`config.mk`:
```
export PLATFORM = sky130hd
export DESIGN_NAME = pwr_sleep_ctrl
export DESIGN_NICKNAME = d
export VERILOG_FILES = /design/src/rtl/pwr_sleep_pkg.sv /design/src/rtl/sleep_mode_dec.sv /design/src/rtl/sleep_wake_filt.sv /design/src/rtl/sleep_stab_cnt.sv /design/src/rtl/sleep_clk_gate.sv /design/src/rtl/pwr_sleep_ctrl.sv
export SDC_FILE = /design/constraint.sdc
export NUM_CORES = 1
export LEC_CHECK = 0
export ABC_AREA = 0
export CAP_MARGIN = 0
export CORE_MARGIN = 2
export CORE_UTILIZATION = 25
export DETAILED_ROUTE_END_ITERATION = 12
export PLACE_DENSITY = 0.61
export SYNTH_ARGS = -nofsm -noshare
export SYNTH_HDL_FRONTEND = slang
export SYNTH_SLANG_ARGS = --single-unit
```
`constraint.sdc`:
```
create_clock -name clk -period 4.36 [get_ports clk]
set_clock_uncertainty 0.15 [all_clocks]
set_input_delay 0.872 -clock clk [delete_from_list [all_inputs] [get_ports clk]]
set_output_delay 0.872 -clock clk [all_outputs]
set_load 0.1 [all_outputs]
```
`src/rtl/pwr_sleep_pkg.sv`:
```
package pwr_sleep_pkg;

    localparam logic [2:0] MODE_IDLE  = 3'b000;
    localparam logic [2:0] MODE_OFF   = 3'b010;
    localparam logic [2:0] MODE_SAVE  = 3'b011;
    localparam logic [2:0] MODE_STBY  = 3'b110;
    localparam logic [2:0] MODE_XSTBY = 3'b111;

    typedef enum logic [1:0] {
        ST_ACTIVE = 2'b00,
        ST_SLEEP  = 2'b01,
        ST_WAKE   = 2'b10
    } pwr_state_e;

    typedef struct packed {
        logic per_on;
        logic rtc_on;
        logic osc_on;
        logic irq_wakes;
        logic rtc_wakes;
    } mode_cfg_t;

    typedef struct packed {
        logic cpu;
        logic nvm;
        logic per;
        logic rtc;
        logic osc;
    } clk_en_t;

    localparam mode_cfg_t CFG_IDLE = '{per_on: 1'b1, rtc_on: 1'b1, osc_on: 1'b1,
                                       irq_wakes: 1'b1, rtc_wakes: 1'b1};

    function automatic mode_cfg_t decode_mode(input logic [2:0] code);
        mode_cfg_t c;
        case (code)
            MODE_OFF:   c = '{per_on: 1'b0, rtc_on: 1'b0, osc_on: 1'b0,
                              irq_wakes: 1'b0, rtc_wakes: 1'b0};
            MODE_SAVE:  c = '{per_on: 1'b0, rtc_on: 1'b1, osc_on: 1'b0,
                              irq_wakes: 1'b0, rtc_wakes: 1'b1};
            MODE_STBY:  c = '{per_on: 1'b0, rtc_on: 1'b0, osc_on: 1'b1,
                              irq_wakes: 1'b0, rtc_wakes: 1'b0};
            MODE_XSTBY: c = '{per_on: 1'b0, rtc_on: 1'b1, osc_on: 1'b1,
                              irq_wakes: 1'b0, rtc_wakes: 1'b1};
            default:    c = CFG_IDLE;  // reserved codes fold onto light idle
        endcase
        return c;
    endfunction

endpackage

```
`src/rtl/sleep_mode_dec.sv`:
```
module sleep_mode_dec
    import pwr_sleep_pkg::*;
(
    input  logic [2:0] code,
    output mode_cfg_t  cfg
);
    always_comb begin
        cfg = decode_mode(code);
    end
endmodule

```
`src/rtl/sleep_wake_filt.sv`:
```
module sleep_wake_filt
    import pwr_sleep_pkg::*;
(
    input  mode_cfg_t cfg,
    input  logic      irq_any,
    input  logic      irq_rtc,
    input  logic      wake_async,
    input  logic      wake_twi,
    output logic      hit
);
    logic always_src;
    logic gated_src;

    always_comb begin
        always_src = wake_async | wake_twi;
        gated_src  = (cfg.irq_wakes & irq_any) | (cfg.rtc_wakes & irq_rtc);
        hit        = always_src | gated_src;
    end
endmodule

```
`src/rtl/sleep_stab_cnt.sv`:
```
module sleep_stab_cnt #(
    parameter int STAB_CYCLES = 4
) (
    input  logic clk,
    input  logic rst,
    input  logic run,
    input  logic tick,
    output logic done
);
    localparam int CW = (STAB_CYCLES < 2) ? 1 : $clog2(STAB_CYCLES);
    localparam logic [CW-1:0] LAST = CW'(STAB_CYCLES - 1);

    logic [CW-1:0] cnt_q;

    always_ff @(posedge clk) begin
        if (rst || !run) begin
            cnt_q <= '0;
        end else if (tick && cnt_q != LAST) begin
            cnt_q <= cnt_q + 1'b1;
        end
    end

    always_comb begin
        done = run && tick && (cnt_q == LAST);
    end
endmodule

```
`src/rtl/sleep_clk_gate.sv`:
```
module sleep_clk_gate
    import pwr_sleep_pkg::*;
(
    input  pwr_state_e state,
    input  mode_cfg_t  cfg,
    output clk_en_t    en
);
    always_comb begin
        case (state)
            ST_SLEEP: en = '{cpu: 1'b0, nvm: 1'b0, per: cfg.per_on,
                             rtc: cfg.rtc_on, osc: cfg.osc_on};
            ST_WAKE:  en = '{cpu: 1'b0, nvm: 1'b0, per: cfg.per_on,
                             rtc: cfg.rtc_on, osc: 1'b1};
            default:  en = '{cpu: 1'b1, nvm: 1'b1, per: 1'b1,
                             rtc: 1'b1, osc: 1'b1};
        endcase
    end
endmodule

```
`src/rtl/pwr_sleep_ctrl.sv`:
```
module pwr_sleep_ctrl
    import pwr_sleep_pkg::*;
#(
    parameter int STAB_CYCLES = 4
) (
    input  logic       clk,
    input  logic       rst,
    input  logic       sleep_en,
    input  logic       sleep_cmd,
    input  logic [2:0] mode_sel,
    input  logic       irq_any,
    input  logic       irq_rtc,
    input  logic       wake_async,
    input  logic       wake_twi,
    input  logic       osc_rdy,
    output logic       cpu_clk_en,
    output logic       nvm_clk_en,
    output logic       per_clk_en,
    output logic       rtc_clk_en,
    output logic       osc_en,
    output logic [1:0] state_o
);
    pwr_state_e state_q, state_d;
    mode_cfg_t  cfg_q, cfg_new;
    clk_en_t    en;
    logic       wake_hit;
    logic       any_wake;
    logic       stab_done;
    logic       enter;

    sleep_mode_dec u_dec (
        .code (mode_sel),
        .cfg  (cfg_new)
    );

    sleep_wake_filt u_filt (
        .cfg        (cfg_q),
        .irq_any    (irq_any),
        .irq_rtc    (irq_rtc),
        .wake_async (wake_async),
        .wake_twi   (wake_twi),
        .hit        (wake_hit)
    );

    sleep_stab_cnt #(.STAB_CYCLES(STAB_CYCLES)) u_stab (
        .clk  (clk),
        .rst  (rst),
        .run  (state_q == ST_WAKE),
        .tick (osc_rdy),
        .done (stab_done)
    );

    sleep_clk_gate u_gate (
        .state (state_q),
        .cfg   (cfg_q),
        .en    (en)
    );

    always_comb begin
        any_wake = irq_any | irq_rtc | wake_async | wake_twi;
        enter    = sleep_cmd & sleep_en & ~any_wake;
        state_d  = state_q;
        case (state_q)
            ST_ACTIVE: if (enter) state_d = ST_SLEEP;
            ST_SLEEP:  if (wake_hit) state_d = cfg_q.osc_on ? ST_ACTIVE : ST_WAKE;
            ST_WAKE:   if (stab_done) state_d = ST_ACTIVE;
            default:   state_d = ST_ACTIVE;
        endcase
    end

    always_ff @(posedge clk) begin
        if (rst) begin
            state_q <= ST_ACTIVE;
            cfg_q   <= CFG_IDLE;
        end else begin
            state_q <= state_d;
            if (state_q == ST_ACTIVE && enter) begin
                cfg_q <= cfg_new;
            end
        end
    end

    always_comb begin
        cpu_clk_en = en.cpu;
        nvm_clk_en = en.nvm;
        per_clk_en = en.per;
        rtc_clk_en = en.rtc;
        osc_en     = en.osc;
        state_o    = state_q;
    end
endmodule

```
### Yosys cells after proc, flatten, opt, wreduce, memory -nomap -nowiden

Cells that the tools add are included.

| operators by class | value |
|---|---|
| add/subtract/negate cells | 1 |
| $mul | 0 |
| div/mod/pow operators | 0 |
| magnitude comparators | 0 |
| equality and inequality tests | 11 |
| shift operators | 0 |
| muxes and demuxes | 7 |
| bitwise gates (word level) | 11 |
| reduce and logical (&&, ||, !) cells | 8 |

Operators with widths:

| operator | count |
|---|---|
| $pmux W5 S4 | 1 |
| $pmux W5 S2 | 1 |
| $mux W2 | 4 |
| $ne A2 B2 Y1 const B | 4 |
| $eq A3 B2 Y1 const B | 2 |
| $eq A3 B3 Y1 const B | 2 |
| $or A1 B1 Y1 | 6 |
| $pmux W2 S3 | 1 |
| $and A1 B1 Y1 | 4 |
| $eq A2 B2 Y1 const B | 2 |
| $logic_and A1 B1 Y1 | 4 |
| $reduce_and A3 Y1 | 1 |
| $add A2 B1 Y2 const B | 1 |
| $eq A2 B1 Y1 const B | 1 |
| $logic_not A2 Y1 | 1 |
| $logic_not A1 Y1 | 1 |
| $logic_or A1 B1 Y1 | 1 |
| $not A1 Y1 | 1 |

| storage, ports and cells | value |
|---|---|
| register bits after elaboration | 9 |
| bits in latches | 0 |
| memory bits (writable) | 0 |
| ROM bits | 0 |
| input bits | 12 |
| word-level logic and storage cells | 45 |
| memories | 0 |

### Longest topological paths before layout

Gate-level depths: netlist (run 1).

| logic depth | value |
|---|---|
| word-level depth | 7 |
| mapped depth | 6 |

### By module

From an unflattened synthesis (run 1), not the netlist that was laid out.

| second synthesis, totals | value |
|---|---|
| cell total of the unflattened synthesis | 62 |
| area total of the unflattened synthesis | 553.0 µm² |

By module, submodules not included:

| module | instances | cells each | area each (µm²) | sequential area each (µm²) |
|---|---|---|---|---|
| pwr_sleep_ctrl | 1 | 34 | 317.8 | 140.1 |
| sleep_stab_cnt | 1 | 10 | 106.4 | 40.0 |
| sleep_clk_gate | 1 | 10 | 82.6 | 0.0 |
| sleep_mode_dec | 1 | 5 | 31.3 | 0.0 |
| sleep_wake_filt | 1 | 3 | 15.0 | 0.0 |

### Worst setup path after synthesis (run 1)

OpenSTA, ideal clock, no wires.

| path | value |
|---|---|
| kind | register -> output |
| start | register state_q[0] (netlist: state_o[0]) |
| end | output osc_en |
| data arrival time | 2873 ps |
| slack | 465 ps |
| stages on the path, launching flop included | 5 |
| cell sequence | dfxtp_1 inv_1 ha_1 inv_1 a211o_1 |

| on the way | value |
|---|---|
| word-level cells in the longest chain between the ends | 2 |
| elaborated cells between the ends (all ways) | 3 |
| those cells by class | eq/ne: 2; mux: 1 |

Ends and longest elaborated chain:

| what | RTL line | source |
|---|---|---|
| from (decl) | pwr_sleep_ctrl.sv:23 | `pwr_state_e state_q, state_d;` |
| from (signal assigned) | pwr_sleep_ctrl.sv:76 | `state_q <= state_d;` |
| $eq A2 B2 Y1 / $eq A2 B1 Y1 (equally long branches) | sleep_clk_gate.sv:9 | `case (state)` |
| $pmux W5 S2 (*) | sleep_clk_gate.sv:9 |  |
| to (decl) | pwr_sleep_ctrl.sv:20 | `output logic osc_en,` |

Mark *: on every way between the ends. The rest lies on a longest branch, timed or not.

### Final worst setup path (run 1)

Same ends and word-level chain as after synthesis.

==> summary.md, run 1 <==
| Metric | Value |
|---|---|
| Chip width | ~45 microns |
| Total wire length | ~950 microns |
| Clock transition at path regs | 0.06 ns |
| Count of state elements after synthesis | 7 |
| Pre-Repair DR Iteration Count | 4 |
| Layout cells sized above 1 | under 10% |
| Root Driver | clkbuf_4 |
| Switch share | approximately 25% |
| Most frequent cells in the layout | clkdlybuf4s50_1 (18), nand2_1 (7), dfxtp_1 (7) |
| Number of buffers created by CTS | 3 |
| RSZ-0062 raised after global routing | no |
| Internal | roughly 110 uW |
| # nets final | 87 |
| DRC viols | 0 |
| Die area | about 2000 sq um |
| Via Count | about 440 |
| Top cell type's share of synthesized area | about a third |
| Final Max Slew Viols | 0 |
| Vias per inst | around 5.1 |
| IO Pins | 19 |
| Seq pwr share | between 40% and 50% |
| Syn Inst Count | 49 |
| Post-synth EDFFs | 0 |
| Synth-to-Final Area Change | 51.17% |
| # hold bufs at CTS | 0 |
| Initial antenna violation count | 0 |
| Hold wc startpoint | u_stab.cnt_q[1]$_SDFFE_PP0P_ |
| Worst Tran Pin Value | 0.9693 ns |
| Asr flop ratio synth | 0% |
| Combinational share of power | roughly 16% |
| Fin crit share | between 70% and 80% |
| GRT Total Usage | roughly 11% |
| Syn Area/Cell | 8.733 sq um |
| Floorplan core area | 1559 sq um |
| Die height | between 40 and 50 microns |
| First-pass GRT wire length | between 1.5 and 2 mm |
| Main area contributors after synthesis | dfxtp_1 (33%), ha_1 (12%), o21ai_0 (7.0%) |
| Setup tns final | 0 ns |
| CTS tree | done |
| Syn_nets | 65 |
| Clk_lat worst skew | between 0.2 and 0.3 ns |
| Max IR drop VDD | between 0.09 and 0.1 mV |
| Largest net degree at the start of global routing | 7 |
| Pwr Density | 229.5 nW/um^2 |
| Port bufs | 18 |
| Synth Cell Area | roughly 430 sq um |
| Synth unique cells | 23 |
| Crit path from | state_o[0]$_SDFFE_PP0P_ |
| GPL Wtd Cong | about 0.76 |
| Max Cap Violations | 0 |
| Leak Pwr | roughly 0.00026 uW |
| Final setup viols | 0 |
| Worst path required time | 3.34 ns |
| Worst Hold Class | flip-flop to flip-flop |
| Clk buf depth | 2 |
| Detailed Route Iter0 Violations | 20 |
| WL per Instance | about 11 microns |
| Remaining Overflow, GRT | 0 |
| Worst setup margin | between 1 and 1.5 ns |
| Synth area leader | dfxtp_1 |
| Fmax | between 0.2 and 0.3 GHz |
| Final hold violations | 0 |
| Register area share after synthesis | 32.75% |
| DP HPWL | between 700 and 800 microns |
| Cts repair resizes | 0 |
| Psw | 36.41 uW |
| N_diodes | 0 |
| Warnings, synthesis | 0 |
| Rows | 14 |
| Crit path DAT | roughly 2.3 ns |
| Max-slew headroom | 35.18% |
| H-Tree Depth | 1 |
| Worst flop-to-flop path startpoint | state_o[0]$_SDFFE_PP0P_ |
| Clk network pwr share | between 40 and 50% |
| Crit end category | output port |
| Critical Path Fanout Max | 3 |
| Commonest non-fill, non-tap cell in the layout | clkdlybuf4s50_1 |
| Postcts setup bufs | 0 |
| Number of global-route vias before repair | ~350 |
| Worst Path Class, Setup | flip-flop to output port |
| Status | complete, no violations |
| Ys flop type | dfxtp_1 |
| Clock sink count | 7 |
| Initial Util | between 20% and 30% |
| Post-DRT Antenna Nets | 0 |
| Worst setup SP type | flip-flop |
| Pre-CTS setup slack | approximately 1.3 ns |
| Min cycle time layout | about 3.3 ns |
## metal layers
metal	global-route usage, %	wire length, microns	up-vias
met1	16.02	491	199
met3	1.190	47	4
met2	12.86	381	18
met4	12.35	34	0
li1	-	-	217
met5	0	0	-
## kinds of logic after synthesis
kind of cell               Yosys count  synth area share, %
AOI/OAI and AO/OA                   15                23.98
xor gates and xnor gates             1                2.047
adders and majority gates            4                11.70
buffers and inverters                5                5.263
DFF                                  7                32.75
muxes                                1                2.339
and+or+nand+nor                     16                21.93
## critical path, cell delays in order (launching register included)
cell,delay [ns]
dfxtp_1,0.35
inv_1,0.08
ha_1,0.32
inv_1,0.09
a211o_1,0.10
clkdlybuf4s50_1,1.12
## stage by stage
step                      cell area, sq um  hold slack (ns)  total power (uW)  std cells  util [%]
after floorplan                      427.9           0.3146             77.03         49         -
after global placement               620.6           0.3381             89.95         82     39.81
after detailed placement             620.6           0.3551             89.98         82     39.81
after CTS                            646.9           0.3669             151.1         86     41.49
after global routing                 646.9           0.4072             156.7         86     41.49
final                                646.9           0.3558             148.4         86     41.49
## cells in the mapped netlist, drive strengths merged, types with 2 or more instances
cell	n
nor3b	2
nand2	7
a31oi	2
nor2	3
inv	4
dfxtp	7
o21ai	6
ha	4
a21boi	2
## power groups by stage
stage	registers [uW]	clock network, uW	logic [uW]
6_report	64.6	59.8	24.0
5_1_grt	64.6	66.8	25.3
4_1_cts	64.6	62.3	24.1
3_5_place_dp	66.0	0	24.0
3_3_place_gp	65.9	0	24.0
2_1_floorplan	66.7	0	10.3
## path summary, 6_finish.rpt
check / depth (start not counted) / slack (ns) / to
setup / recovery: 5 / 1.02 / osc_en
hold / removal: 2 / 0.36 / u_stab.cnt_q[1]$_SDFFE_PP0P_
setup reg to reg: 6 / 2.47 / state_o[1]$_SDFFE_PP0P_
hold reg to reg: 2 / 0.36 / u_stab.cnt_q[1]$_SDFFE_PP0P_
## state kept, by name, summed over array words and instances (netlist names)
| register | flops |
|---|---|
| cfg_q | 3 |
| state_o | 2 |
| u_stab.cnt_q | 2 |
## cell type report
class,count,area [sq um]
Fill cell,168,912.1
Inverter,4,15.01
Sequential cell,7,140.1
Clock buffer,4,26.28
Tap cell,16,20.02
Multi-Input combinational cell,37,265.3
Timing Repair Buffer,18,180.2
Power figures use the tool's default switching activity.
==> run 2: changes to the inputs <==
clock period = 3.2 ns   (was 4.36 ns; I/O delays follow)
==> run 2 against run 1 <==
  * Sequential power up 36%
  * Critical path depth did not move
  * Clock power rose by 33%
  * Global-route usage is 0.85 points lower
  * Via count shrank 5.5%
  * Combinational power rose by 35%
  * Largest cell class unchanged
  * Highest routed layer unchanged
==> summary.md, run 2 (synthesis gave the netlist of run 1 again) <==
| Metric | Value |
|---|---|
| Post-DRT Antenna Nets | 0 (unchanged) |
| Max FFs per register | 3 (unchanged) |
| Worst Tran Pin Value | 0.2814 ns (was 0.9693 ns) |
| Worst setup margin | 0.8231 ns (was 1.021 ns) |
| Placed insts | 82 (unchanged) |
| N_diodes | 0 (unchanged) |
| Non-Filler Instances | 86 (unchanged) |
| Pwr Density | 316.1 nW/um^2 (was 229.5 nW/um^2) |
| Final Max Slew Viols | 0 (unchanged) |
| Vias per inst | 4.814 (was 5.093) |
| Root Driver | clkbuf_4 (unchanged) |
| Chip width | 45.37 microns (unchanged) |
| GRT Total Usage | 10.23% (was 11.07%) |
| Worst path required time | 2.41 ns (was 3.34 ns) |
| Clk_lat worst skew | 0.25 ns (was 0.26 ns) |
| Top reg by flops | cfg_q (unchanged) |
| Layout cells sized above 1 | 22.86% (was 8.571%) |
| Pre-CTS setup slack | 0.8292 ns (was 1.285 ns) |
| RSZ-0062 raised after global routing | no (unchanged) |
| Fmax | about 0.42 GHz |
| Remaining Overflow, GRT | 0 (unchanged) |
| Critical Path Fanout Max | 3 (unchanged) |
| Postcts setup bufs | 0 (unchanged) |
| Worst flop-to-flop path startpoint | state_o[0]$_SDFFE_PP0P_ (unchanged) |
| WL per Instance | 10.86 microns (was 11.09 microns) |
| Min cycle time layout | roughly 2.4 ns |
| DP HPWL | 764.4 microns (was 784.4 microns) |
| Initial Util | 27.45% (unchanged) |
| Max Cap Violations | 0 (unchanged) |
| Detailed Route Iter0 Violations | 2 (was 20) |
| Worst Path Class, Setup | flip-flop to output port (unchanged) |
| Final setup viols | 0 (unchanged) |
| Crit path from | state_o[0]$_SDFFE_PP0P_ (unchanged) |
| CTS tree | done (unchanged) |
| Crit end category | output port (unchanged) |
| Number of global-route vias before repair | 362 (was 351) |
| DRC viols | 0 (unchanged) |
| Tot Pwr | 200.1 uW (was 148.4 uW) |
| Commonest non-fill, non-tap cell in the layout | clkdlybuf4s50_1 (unchanged) |
| DP Area | 606.8 sq um (was 620.6 sq um) |
| Pre-Repair DR Iteration Count | 4 (unchanged) |
| Floorplan core area | 1559 sq um (unchanged) |
| Worst setup SP type | flip-flop (unchanged) |
| IO Pins | 19 (unchanged) |
| Max-slew headroom | 81.39% (was 35.18%) |
| # nets final | 87 (unchanged) |
| Hold wc startpoint | state_o[1]$_SDFFE_PP0P_ (was u_stab.cnt_q[1]$_SDFFE_PP0P_) |
| Clk buf depth | 2 (unchanged) |
| Initial antenna violation count | 0 (unchanged) |
| Status | complete, no violations (unchanged) |
| Rows | 14 (unchanged) |
| Clock transition at path regs | 0.05 ns (was 0.06 ns) |
| Clock sink count | 7 (unchanged) |
| Port bufs | 18 (unchanged) |
| Largest net degree at the start of global routing | 7 (unchanged) |
| Fin crit share | between 70% and 80% |
| Final hold violations | 0 (unchanged) |
| GPL Wtd Cong | 0.6815 (was 0.7603) |
| Max IR drop VDD | 0.1626 mV (was 0.09954 mV) |
| Number of buffers created by CTS | 3 (unchanged) |
| Design area | 633.1 sq um (was 646.9 sq um) |
| Die area | 2058 sq um (unchanged) |
| Crit path DAT | 1.59 ns (was 2.32 ns) |
| H-Tree Depth | 1 (unchanged) |
| Die height | 45.37 microns (unchanged) |
| Leak Pwr | 0.0002623 uW (was 0.0002579 uW) |
| Setup tns final | 0 ns (unchanged) |
| Synth-to-Final Area Change | 47.95% (was 51.17%) |
| Cts repair resizes | 0 (unchanged) |
| First-pass GRT wire length | 1.421 mm (was 1.518 mm) |
| Total wire length | 934 microns (was 954 microns) |
| Most frequent cells in the layout | clkdlybuf4s50_1 (11), nand2_1 (7), buf_4 (7) (was clkdlybuf4s50_1 (18), nand2_1 (7), dfxtp_1 (7)) |
| # hold bufs at CTS | 0 (unchanged) |
| Via Count | 414 (was 438) |
| Worst Hold Class | flip-flop to flip-flop (unchanged) |
[run 2: cell types whose count changed in the layout (fill, tap and decap cells not counted), sizes merged]
cell,delta
buf,+7
clkdlybuf4s50,-7
[run 2: power breakdown]
part	internal, uW	switching [uW]	total (uW)	leakage (uW)
logic	17.0	15.5	32.5	0.000190
registers	87.7	0.336	88.0	0.0000576
clock network	47.6	32.1	79.6	0.0000150
total	152	47.9	200	0.000262
[run 2: metrics by stage]
step | hold WS [ns] | utilization [%]
final | 0.3428 | 40.61
after global routing | 0.3660 | 40.61
after CTS | 0.3469 | 40.61
after detailed placement | 0.3365 | 38.92
after global placement | 0.3339 | 38.92
after floorplan | 0.3146 | -
[run 2: worst max-delay path, cell delays in order (launching register included)]
cell	delay, ns
dfxtp_2	0.33
inv_1	0.07
ha_1	0.33
inv_1	0.08
a211o_2	0.30
buf_4	0.23
[run 2: layout make-up]
| cell class | count | area, sq um |
|---|---|---|
| Fill cell | 164 | 925.9 |
| Multi-Input combinational cell | 37 | 266.5 |
| Timing Repair Buffer | 18 | 162.7 |
| Sequential cell | 7 | 142.6 |
| Clock buffer | 4 | 26.28 |
| Tap cell | 16 | 20.02 |
| Inverter | 4 | 15.01 |
[run 2: routing by layer]
| layer | GRT usage, % | routed length (microns) | vias to the layer above |
|---|---|---|---|
| li1 | - | - | 217 |
| met3 | 3.968 | 63 | 2 |
| met5 | 0 | 0 | - |
| met2 | 14.00 | 384 | 14 |
| met4 | 8.824 | 16 | 0 |
| met1 | 12.29 | 469 | 181 |
[run 2: path summary, 6_finish.rpt]
check / endpoint / slack [ns] / cells after the start
setup reg to reg: state_o[1]$_SDFFE_PP0P_ / 1.33 / 6
hold reg to reg: state_o[1]$_SDFFE_PP0P_ / 0.34 / 2
hold / removal: state_o[1]$_SDFFE_PP0P_ / 0.34 / 2
setup / recovery: osc_en / 0.82 / 5
